`config.mk`:
```
export PLATFORM = sky130hd
export DESIGN_NAME = sched_tick_gen
export DESIGN_NICKNAME = d
export VERILOG_FILES = /design/src/rtl/sched_tick_pkg.sv /design/src/rtl/stg_start_ctl.sv /design/src/rtl/stg_drift_meter.sv /design/src/rtl/stg_resid_ctl.sv /design/src/rtl/stg_delta_ctr.sv /design/src/rtl/sched_tick_gen.sv
export SDC_FILE = /design/constraint.sdc
export NUM_CORES = 1
export LEC_CHECK = 0
export ABC_AREA = 1
export BUFFER_PORTS_ARGS = -buffer_cell sky130_fd_sc_hd__buf_4
export CAP_MARGIN = 20
export CELL_PAD_IN_SITES_DETAIL_PLACEMENT = 1
export CELL_PAD_IN_SITES_GLOBAL_PLACEMENT = 1
export CORE_ASPECT_RATIO = 0.8
export CORE_MARGIN = 2
export CORE_UTILIZATION = 40
export CTS_CLUSTER_DIAMETER = 150
export DETAILED_ROUTE_END_ITERATION = 16
export GPL_TIMING_DRIVEN = 0
export PLACE_DENSITY_LB_ADDON = 0.25
export SYNTH_ARGS = -nofsm -noshare
export SYNTH_HDL_FRONTEND = slang
export SYNTH_SLANG_ARGS = --single-unit
```
`constraint.sdc`:
```
create_clock -name clk -period 13.3 [get_ports clk]
set_clock_uncertainty 0.05 [all_clocks]
set_input_delay 3.325 -clock clk [delete_from_list [all_inputs] [get_ports clk]]
set_output_delay 3.325 -clock clk [all_outputs]
set_load 0.01 [all_outputs]
```
`src/rtl/sched_tick_pkg.sv`:
```
package sched_tick_pkg;

    localparam int     RES_W  = 16;
    localparam longint RES_HI = (longint'(1) <<< (RES_W - 1)) - 1;
    localparam longint RES_LO = -(longint'(1) <<< (RES_W - 1));

    typedef logic signed [RES_W-1:0] resid_t;

    typedef enum logic {
        ST_IDLE = 1'b0,
        ST_RUN  = 1'b1
    } run_state_e;

    typedef struct packed {
        logic   hit;
        resid_t drift;
    } boundary_t;

    function automatic resid_t sat_resid(input longint v);
        if (v > RES_HI) return resid_t'(RES_HI);
        if (v < RES_LO) return resid_t'(RES_LO);
        return resid_t'(v);
    endfunction

    function automatic resid_t clamp_step(input resid_t v, input int lim);
        if (longint'(v) > longint'(lim))  return resid_t'(lim);
        if (longint'(v) < -longint'(lim)) return resid_t'(-lim);
        return v;
    endfunction

endpackage

```
`src/rtl/stg_start_ctl.sv`:
```
module stg_start_ctl
    import sched_tick_pkg::*;
#(
    parameter int TIME_W = 32
) (
    input  logic              clk,
    input  logic              rst,
    input  logic              run_en,
    input  logic [TIME_W-1:0] ptp_time,
    input  logic [TIME_W-1:0] base_time,
    output logic              start,
    output logic              active
);

    run_state_e state_q;

    assign active = (state_q == ST_RUN);
    assign start  = run_en && !active && (ptp_time >= base_time);

    always_ff @(posedge clk) begin
        if (rst) begin
            state_q <= ST_IDLE;
        end else if (!run_en) begin
            state_q <= ST_IDLE;
        end else if (start) begin
            state_q <= ST_RUN;
        end
    end

    AST_START_AT_BASE: assert property (@(posedge clk) disable iff (rst)
        $rose(active) |-> $past(ptp_time >= base_time))
        else $error("run began before base time");

endmodule

```
`src/rtl/stg_drift_meter.sv`:
```
module stg_drift_meter
    import sched_tick_pkg::*;
#(
    parameter int TIME_W = 32
) (
    input  logic              clk,
    input  logic              rst,
    input  logic              start,
    input  logic              active,
    input  logic              tick_en,
    input  logic [TIME_W-1:0] ptp_time,
    input  logic [TIME_W-1:0] corr_period,
    output boundary_t         bnd
);

    logic [TIME_W-1:0]        win_start_q;
    logic [TIME_W-1:0]        ticks_q;
    logic [TIME_W-1:0]        elapsed;
    logic signed [TIME_W-1:0] gap;

    always_comb begin
        elapsed   = ptp_time - win_start_q;
        gap       = $signed(elapsed - ticks_q);
        bnd.hit   = active && (elapsed >= corr_period);
        bnd.drift = sat_resid(longint'(gap));
    end

    always_ff @(posedge clk) begin
        if (rst) begin
            win_start_q <= '0;
            ticks_q     <= '0;
        end else if (start) begin
            win_start_q <= ptp_time;
            ticks_q     <= TIME_W'(tick_en);
        end else if (!active) begin
            win_start_q <= '0;
            ticks_q     <= '0;
        end else if (bnd.hit) begin
            win_start_q <= win_start_q + corr_period;
            ticks_q     <= elapsed - corr_period + TIME_W'(tick_en);
        end else begin
            ticks_q     <= ticks_q + TIME_W'(tick_en);
        end
    end

endmodule

```
`src/rtl/stg_resid_ctl.sv`:
```
module stg_resid_ctl
    import sched_tick_pkg::*;
#(
    parameter int NOM_LEN = 25,
    parameter int MAX_ADJ = 5,
    parameter int CW      = 5
) (
    input  logic          clk,
    input  logic          rst,
    input  logic          active,
    input  boundary_t     bnd,
    input  logic          strobe,
    output logic [CW-1:0] cur_len,
    output logic          period_stb
);

    resid_t resid_q;
    resid_t resid_eff;
    resid_t step;
    logic   pending_q;

    always_comb begin
        resid_eff  = sat_resid(longint'(resid_q) +
                               (bnd.hit ? longint'(bnd.drift) : longint'(0)));
        step       = clamp_step(resid_eff, MAX_ADJ);
        period_stb = strobe && (pending_q || bnd.hit);
    end

    always_ff @(posedge clk) begin
        if (rst || !active) begin
            resid_q   <= '0;
            cur_len   <= CW'(NOM_LEN);
            pending_q <= 1'b0;
        end else if (strobe) begin
            resid_q   <= resid_eff - step;
            cur_len   <= CW'(NOM_LEN - int'(step));
            pending_q <= 1'b0;
        end else begin
            resid_q   <= resid_eff;
            if (bnd.hit) pending_q <= 1'b1;
        end
    end

    AST_LEN_IN_BAND: assert property (@(posedge clk) disable iff (rst)
        active |-> (int'(cur_len) >= NOM_LEN - MAX_ADJ) &&
                   (int'(cur_len) <= NOM_LEN + MAX_ADJ))
        else $error("delta length outside band");

    AST_RESID_DRAINS: assert property (@(posedge clk) disable iff (rst)
        (active && strobe && !bnd.hit && resid_q > 0) |=> (resid_q < $past(resid_q)))
        else $error("positive residual not consumed");

endmodule

```
`src/rtl/stg_delta_ctr.sv`:
```
module stg_delta_ctr #(
    parameter int CW = 5
) (
    input  logic          clk,
    input  logic          rst,
    input  logic          active,
    input  logic          tick_en,
    input  logic [CW-1:0] cur_len,
    output logic          strobe
);

    logic [CW-1:0] cnt_q;

    assign strobe = active && tick_en && (cnt_q == cur_len - CW'(1));

    always_ff @(posedge clk) begin
        if (rst || !active) begin
            cnt_q <= '0;
        end else if (tick_en) begin
            cnt_q <= strobe ? '0 : cnt_q + CW'(1);
        end
    end

    AST_CNT_BELOW_LEN: assert property (@(posedge clk) disable iff (rst)
        active |-> (cnt_q < cur_len))
        else $error("tick count passed delta length");

endmodule

```
`src/rtl/sched_tick_gen.sv`:
```
module sched_tick_gen
    import sched_tick_pkg::*;
#(
    parameter int TIME_W  = 32,
    parameter int NOM_LEN = 25,
    parameter int MAX_ADJ = 5
) (
    input  logic              clk,
    input  logic              rst,
    input  logic              run_en,
    input  logic              tick_en,
    input  logic [TIME_W-1:0] ptp_time,
    input  logic [TIME_W-1:0] base_time,
    input  logic [TIME_W-1:0] corr_period,
    output logic              delta_stb,
    output logic              period_stb
);

    localparam int CW = $clog2(NOM_LEN + MAX_ADJ + 1);

    logic          start;
    logic          active;
    boundary_t     bnd;
    logic [CW-1:0] cur_len;

    stg_start_ctl #(.TIME_W(TIME_W)) u_start (
        .clk       (clk),
        .rst       (rst),
        .run_en    (run_en),
        .ptp_time  (ptp_time),
        .base_time (base_time),
        .start     (start),
        .active    (active)
    );

    stg_drift_meter #(.TIME_W(TIME_W)) u_meter (
        .clk         (clk),
        .rst         (rst),
        .start       (start),
        .active      (active),
        .tick_en     (tick_en),
        .ptp_time    (ptp_time),
        .corr_period (corr_period),
        .bnd         (bnd)
    );

    stg_resid_ctl #(.NOM_LEN(NOM_LEN), .MAX_ADJ(MAX_ADJ), .CW(CW)) u_resid (
        .clk        (clk),
        .rst        (rst),
        .active     (active),
        .bnd        (bnd),
        .strobe     (delta_stb),
        .cur_len    (cur_len),
        .period_stb (period_stb)
    );

    stg_delta_ctr #(.CW(CW)) u_delta (
        .clk     (clk),
        .rst     (rst),
        .active  (active),
        .tick_en (tick_en),
        .cur_len (cur_len),
        .strobe  (delta_stb)
    );

    AST_STOP_QUIET: assert property (@(posedge clk) disable iff (rst)
        !$past(run_en) |-> (!delta_stb && !period_stb))
        else $error("strobe after disable");

endmodule

```
* Word level (Yosys, flattened, before mapping)
Index checks and enable logic that the tools add are counted.
** Storage, ports and cells
- Flip-flop bits (word level) :: 92
- Bits of input ports :: 100
- Output and inout port bits :: 2
- Logic and storage cells :: 73
** Cells by class
- Add/subtract/negate cells :: 11
- Magnitude comparators :: 8
- Equal/unequal tests :: 2
- Mux-type cells :: 30
- Bitwise logic cells :: 2
- Reductions and logical operators :: 12
** Operators by type and width (number)
- $mux W16 :: 13
- $mux W32 :: 4
- $sub A32 B32 Y32 :: 3
- $add A16 B64 Y64 :: 1
- $add A32 B1 Y32 :: 2
- $ge A32 B32 Y1 :: 2
- $gt A64 B16 Y1 const B :: 1
- $lt A64 B16 Y1 const B :: 1
- $mux W64 :: 1
- $add A32 B32 Y32 :: 1
- $gt A32 B16 Y1 const B :: 1
- $lt A32 B16 Y1 const B :: 1
- $gt A16 B4 Y1 const B :: 1
- $lt A16 B4 Y1 const B :: 1
- $sub A16 B16 Y16 :: 1
- $mux W1 :: 11
- $logic_and A1 B1 Y1 :: 6
- $add A5 B1 Y5 const B :: 1
- $eq A5 B5 Y1 :: 1
- $mux W5 :: 1
- $sub A4 B5 Y5 const A :: 1
- $sub A5 B1 Y5 const B :: 1
- $reduce_or A2 Y1 :: 2
- $ne A3 B2 Y1 const B :: 1
- 4 further kinds :: 6

* Longest topological paths before layout
- Depth in word-level cells :: 21
- Gate-level depth with buffers :: 80
- Gate-level depth less buffers :: 76

* Hierarchy
A second synthesis with hierarchy kept.
** Unflattened totals
- Cells, all modules :: 2956
- Area, all modules :: 17508.0 um2
** By module, submodules not included
- stg_drift_meter :: times used 1, cells an instance 2045, area an instance 12150.4 um2, seq. area each 1281.2 um2
- stg_resid_ctl :: times used 1, cells an instance 695, area an instance 4028.9 um2, seq. area each 440.4 um2
- stg_start_ctl :: times used 1, cells an instance 149, area an instance 927.1 um2, seq. area each 20.0 um2
- stg_delta_ctr :: times used 1, cells an instance 67, area an instance 401.6 um2, seq. area each 100.1 um2

* Least setup slack after synthesis
OpenSTA, ideal clock, no wires.
- Path kind :: input port to flip-flop
- From :: input ptp_time[0]
- To :: register u_resid.resid_q[14]
- Setup time :: 114 ps
- Arrival :: 13458 ps
- Required time :: 13136 ps
- Slack :: -321 ps
- Cell stages on the path :: 63
- Path buffers :: 3
- Cells stage by stage :: inv_1 > ha_1 > fa_1 > nand3b_1 > nand2_1 > a21oi_1 > o21ai_1 > a21boi_1 > o21ai_0 > a21boi_1 > o21ai_1 > a21boi_1 > o21ai_1 > a21boi_1 > o21ai_1 > a21boi_1 > o21ai_0 > xor2_1 > (+27 left out) > nand3_1 > ha_1 > buf_2 > nand3b_1 > ha_1 > inv_1 > ha_1 > inv_1 > nand2_1 > inv_1 > nor2_2 > a21oi_2 > o21ai_2 > nand3_1 > nand2_1 > nand2_1 > nand3_1 > nand2_1
** On the way
- Word-level cells in the longest chain between the ends :: 21
- Elaborated cells between the ends (all ways) :: 32
- Those cells by class :: 4 x add/sub; 7 x order compare; 20 x mux; 1 x reduce/logical
** Ends and longest elaborated chain
- from (decl) :: RTL line sched_tick_gen.sv:12 : input logic [TIME_W-1:0] ptp_time,
- $sub A32 B32 Y32 * :: RTL line stg_drift_meter.sv:22 : elapsed = ptp_time - win_start_q;
- $sub A32 B32 Y32 :: RTL line stg_drift_meter.sv:23 : gap = $signed(elapsed - ticks_q);
- $lt A32 B16 Y1 :: RTL line sched_tick_pkg.sv:21 : if (v < RES_LO) return resid_t'(RES_LO);
- $mux W1 (2 in series) :: RTL line sched_tick_pkg.sv:21
- $mux W16 :: RTL line sched_tick_pkg.sv:22 : return resid_t'(v);
- $mux W16 :: RTL line sched_tick_pkg.sv:21
- $mux W64 * :: RTL line stg_resid_ctl.sv:24 : (bnd.hit ? longint'(bnd.drift) : longint'(0)));
- $add A16 B64 Y64 * :: RTL line stg_resid_ctl.sv:23 : resid_eff = sat_resid(longint'(resid_q) +
- (+3 left out)
- $mux W16 :: RTL line sched_tick_pkg.sv:22
- $mux W16 * :: RTL line sched_tick_pkg.sv:21
- $lt A16 B4 Y1 :: RTL line sched_tick_pkg.sv:27 : if (longint'(v) < -longint'(lim)) return resid_t'(-lim);
- $mux W1 (2 in series) :: RTL line sched_tick_pkg.sv:27
- $mux W16 :: RTL line sched_tick_pkg.sv:28 : return v;
- $mux W16 :: RTL line sched_tick_pkg.sv:27
- $sub A16 B16 Y16 :: RTL line stg_resid_ctl.sv:35 : resid_q <= resid_eff - step;
- $mux W16 * :: RTL line stg_resid_ctl.sv:34 : end else if (strobe) begin
- to (signal assigned) :: RTL line stg_resid_ctl.sv:35
- to (signal assigned) :: RTL line stg_resid_ctl.sv:39 : resid_q <= resid_eff;
- to (decl) :: RTL line stg_resid_ctl.sv:17 : resid_t resid_q;
Every way passes the cells marked *; elsewhere a longest branch is shown, timed or not. The select of a mux whose other input is x is not followed.
A chain may end at the register's enable or synchronous reset.

* Final worst setup path
- From :: input ptp_time[0]
- To :: register u_resid.resid_q[6]
The elaborated chain is that of the path after synthesis.

==> results_dict.tcl <==
set metrics [dict create \
    crit_type "in -> reg" \
    clk_latency_ps 390 \
    die_x_um 218 \
    routabilityCongestion 0.909 \
    grt_pass1_vias 16200 \
    grt_overflow 0 \
    area_delta_synth_final_pct 25.1 \
    crit_buf_inv 13 \
    r2r_cells 72 \
    avgViaCountPerCell 5.54 \
    die_area_um2 38100 \
    die_height_um 175 \
    status "completed" \
    switching_share_pct 53.5 \
    clockBufferDepth 2 \
    r2r_slack_ps 2890 \
    slew_headroom_pct 31.2 \
    grt_usage_pct 27.7 \
    htree_num_levels 3 \
    dp_hpwl_um 42900 \
    drtAntennaViolNets 0 \
    max_stage_delay_ps 390 \
    yosys-top-cells-area "ha_1, dfxtp_1, nand2_1" \
    synth_ff_type "dfxtp_1" \
    min_period_ps 13000 \
    multi_input_area_um2 12400 \
    hold_buffers 0 \
    ys_top_cells_by_count "nand2_1, inv_1, a21oi_1" \
    grt_first_pass_wirelength_um 84500 \
    grt_max_degree 20 \
    seq_area_um2 1840 \
    nFillCells 4719 \
    vias 16200 \
    cts-root-buf "clkbuf_16" \
    seqPwrFrac_pct 11.9 \
    endpoint "u_resid.resid_q[6]" \
    wl_per_cell_um 19.0 \
    crit_family "simple AND/OR/NAND/NOR gates" \
    maxCapViolCount 0 \
    synth_top_area_share_pct 18.1 \
    critPathRequiredTime_ps 13580 \
    route.detailed.drc 0 \
    layout_setup_ws_ps 302 \
    netlist_area_um2 14600 \
    placedInstanceArea_um2 16000 \
    syn-num-nets 2587 \
    cp_common_cell "nand2_2" \
    initial_core_util_pct 40.6 \
    drt-initial-drc-count 1034 \
    yosysWarnings 0 \
    pre_cts_ws_ps -2920 \
    rows 62 \
    antenna_found_initial 0 \
    utilization_pct 50.8 \
    stdcell_area_um2 18300 \
    synthCells 2231 \
    worstPathArrival_ps 13280 \
    min_period_over_period_pct 97.7 \
    end_kind "flip-flop" \
    finalSetupViolCount 0 \
    synth_seq_cells 92 \
    power.leakage_nw 8.76 \
    total_power_mw 2.55 \
    comb_power_share_pct 77.1 \
    reg2reg_to "u_resid.resid_q[6]" \
    path_clk_slew_ps 90 \
    maxSlewViolCount 0 \
    synth_top_cell_by_area "ha_1" \
    hp-class "reg -> reg" \
    rsz0062_at_grt "true" \
    port_buffers 101 \
    critPathMaxFanout 6 \
    peakVddDrop_uv 75.2 \
    cp-startpoint "ptp_time[0]" \
    cts_tree "yes" \
    num_io_pins 102 \
    p_int_mw 1.19 \
    hold_viol 0 \
    synthArstFlopShare_pct 0 \
    yosys.cell_count.top_type "nand2_1" \
    antennaDiodeCount 0 \
    synth_edf_count 0 \
    slowest_stage "fa_2" \
    cp.depth 67 \
    cts-buffers-inserted 9 \
    ys_seq_area_share_pct 12.6 \
    wl_um 55500 \
    clock-sinks 92 \
    clkPwrFrac_pct 11.0 \
    p_switching_mw 1.37 \
    timing.rr.start "u_meter.win_start_q[1]" \
    postSynthAreaPerCell_um2 6.56 \
    p_per_area_nw_per_um2 140 \
    core_um2 36000 \
    dr.pass1.iters 8 \
    worstMarginPinSlew_ps 1030 \
    fmax_ghz 0.0769 \
    fin_nets 2789 \
    start_kind "primary input" \
    final_layout_size_suffix_gt1_share_pct 19.3 \
    synth_cell_types 57 \
]
==> power by group through the flow <==
stage	registers [mW]	logic, mW	clock network (mW)
after global routing	0.306	2.18	0.297
after detailed placement	0.309	1.57	0
final	0.305	1.97	0.281
after floorplan	0.304	1.18	0
after global placement	0.309	1.52	0
after CTS	0.304	1.67	0.286
==> timing repair <==
action                                  4_1_cts  5_1_grt
endpoints found under the setup margin       21       18
buffers inserted                             31       56
gates cloned                                  0        4
pin swaps                                    37      100
gates resized for setup                      99      177
==> worst register-to-register path, delay by kind of cell (launching register included) <==
kind / cells / cell delay [ps]
and+or+nand+nor: 34 / 3800
adders and majority gates: 8 / 2230
AOI/OAI and AO/OA: 12 / 1970
buffers and inverters: 17 / 1680
DFF: 1 / 470
xor gates and xnor gates: 1 / 190
==> sequential cells by signal, indices dropped and copies added (netlist names) <==
register and cells:
u_delta.cnt_q 5, u_start.active 1, u_resid.resid_q 16, u_resid.cur_len 5, u_resid.pending_q 1, u_meter.win_start_q 32
u_meter.ticks_q 32
==> layout by cell type, fill, tap and decap left out, drive strengths merged, types with 26 or more instances in the layout <==
master and instances:
nand2 461, inv 348, a21oi 226, ha 212, buf 204, nor2 172, o21ai 141, nand3 131
dfxtp 92, xor2 84, xnor2 47, fa 44, clkbuf 37, nor3 35, nand4 31, a31oi 27
o211ai 26
==> metal layers <==
| layer | share of wire, % | routed length, um | vias to the layer above | global-route usage (%) |
|---|---|---|---|---|
| met3 | 4.9 | 2740 | 53 | 3.24 |
| met5 | 0 | 0 | - | 0 |
| met1 | 48 | 26400 | 7929 | 40.0 |
| li1 | - | - | 7827 | - |
| met4 | 1.2 | 666 | 0 | 4.54 |
| met2 | 46 | 25600 | 370 | 44.5 |
==> worst min path at each step <==
stage / slack (ps) / startpoint / cells after the start / end
after global placement: 390 / u_resid.pending_q / 2 / u_resid.pending_q
final: 420 / u_resid.pending_q / 2 / u_resid.pending_q
after global routing: 440 / u_resid.pending_q / 2 / u_resid.pending_q
after CTS: 420 / u_resid.pending_q / 2 / u_resid.pending_q
after floorplan: 390 / u_resid.pending_q / 2 / u_resid.pending_q
after detailed placement: 410 / u_resid.pending_q / 2 / u_resid.pending_q
==> metrics by stage <==
stage / std cells / hold slack (ps) / TNS, ps
after floorplan: 2231 / 386 / 0
final: 2918 / 419 / 0
after CTS: 2860 / 424 / 0
after global routing: 2918 / 435 / -2100
after global placement: 2812 / 394 / -42600
after detailed placement: 2814 / 412 / -49810
==> final cells by class <==
class                   instances  share of cell area, %
plain buffers                  40                   1.47
inverters                     348                   7.25
flip-flops and latches         92                   10.1
well taps                     480                   3.28
repair buffers                192                   8.29
clock buffers                   9                   1.23
multi-input cells            1750                   68.0
clock inverters                 7                  0.431
==> kinds of logic (layout without fill, tap and decap cells) <==
family / after synthesis / in the layout / share of synthesized area, %
xor+xnor: 131 / 131 / 7.84
fa+ha+maj: 256 / 256 / 24.2
flops: 92 / 92 / 12.6
compound gates: 497 / 497 / 19.3
simple gates: 866 / 866 / 25.8
buf+inv: 389 / 596 / 10.3
No activity file was read; power rests on OpenSTA's default activity.
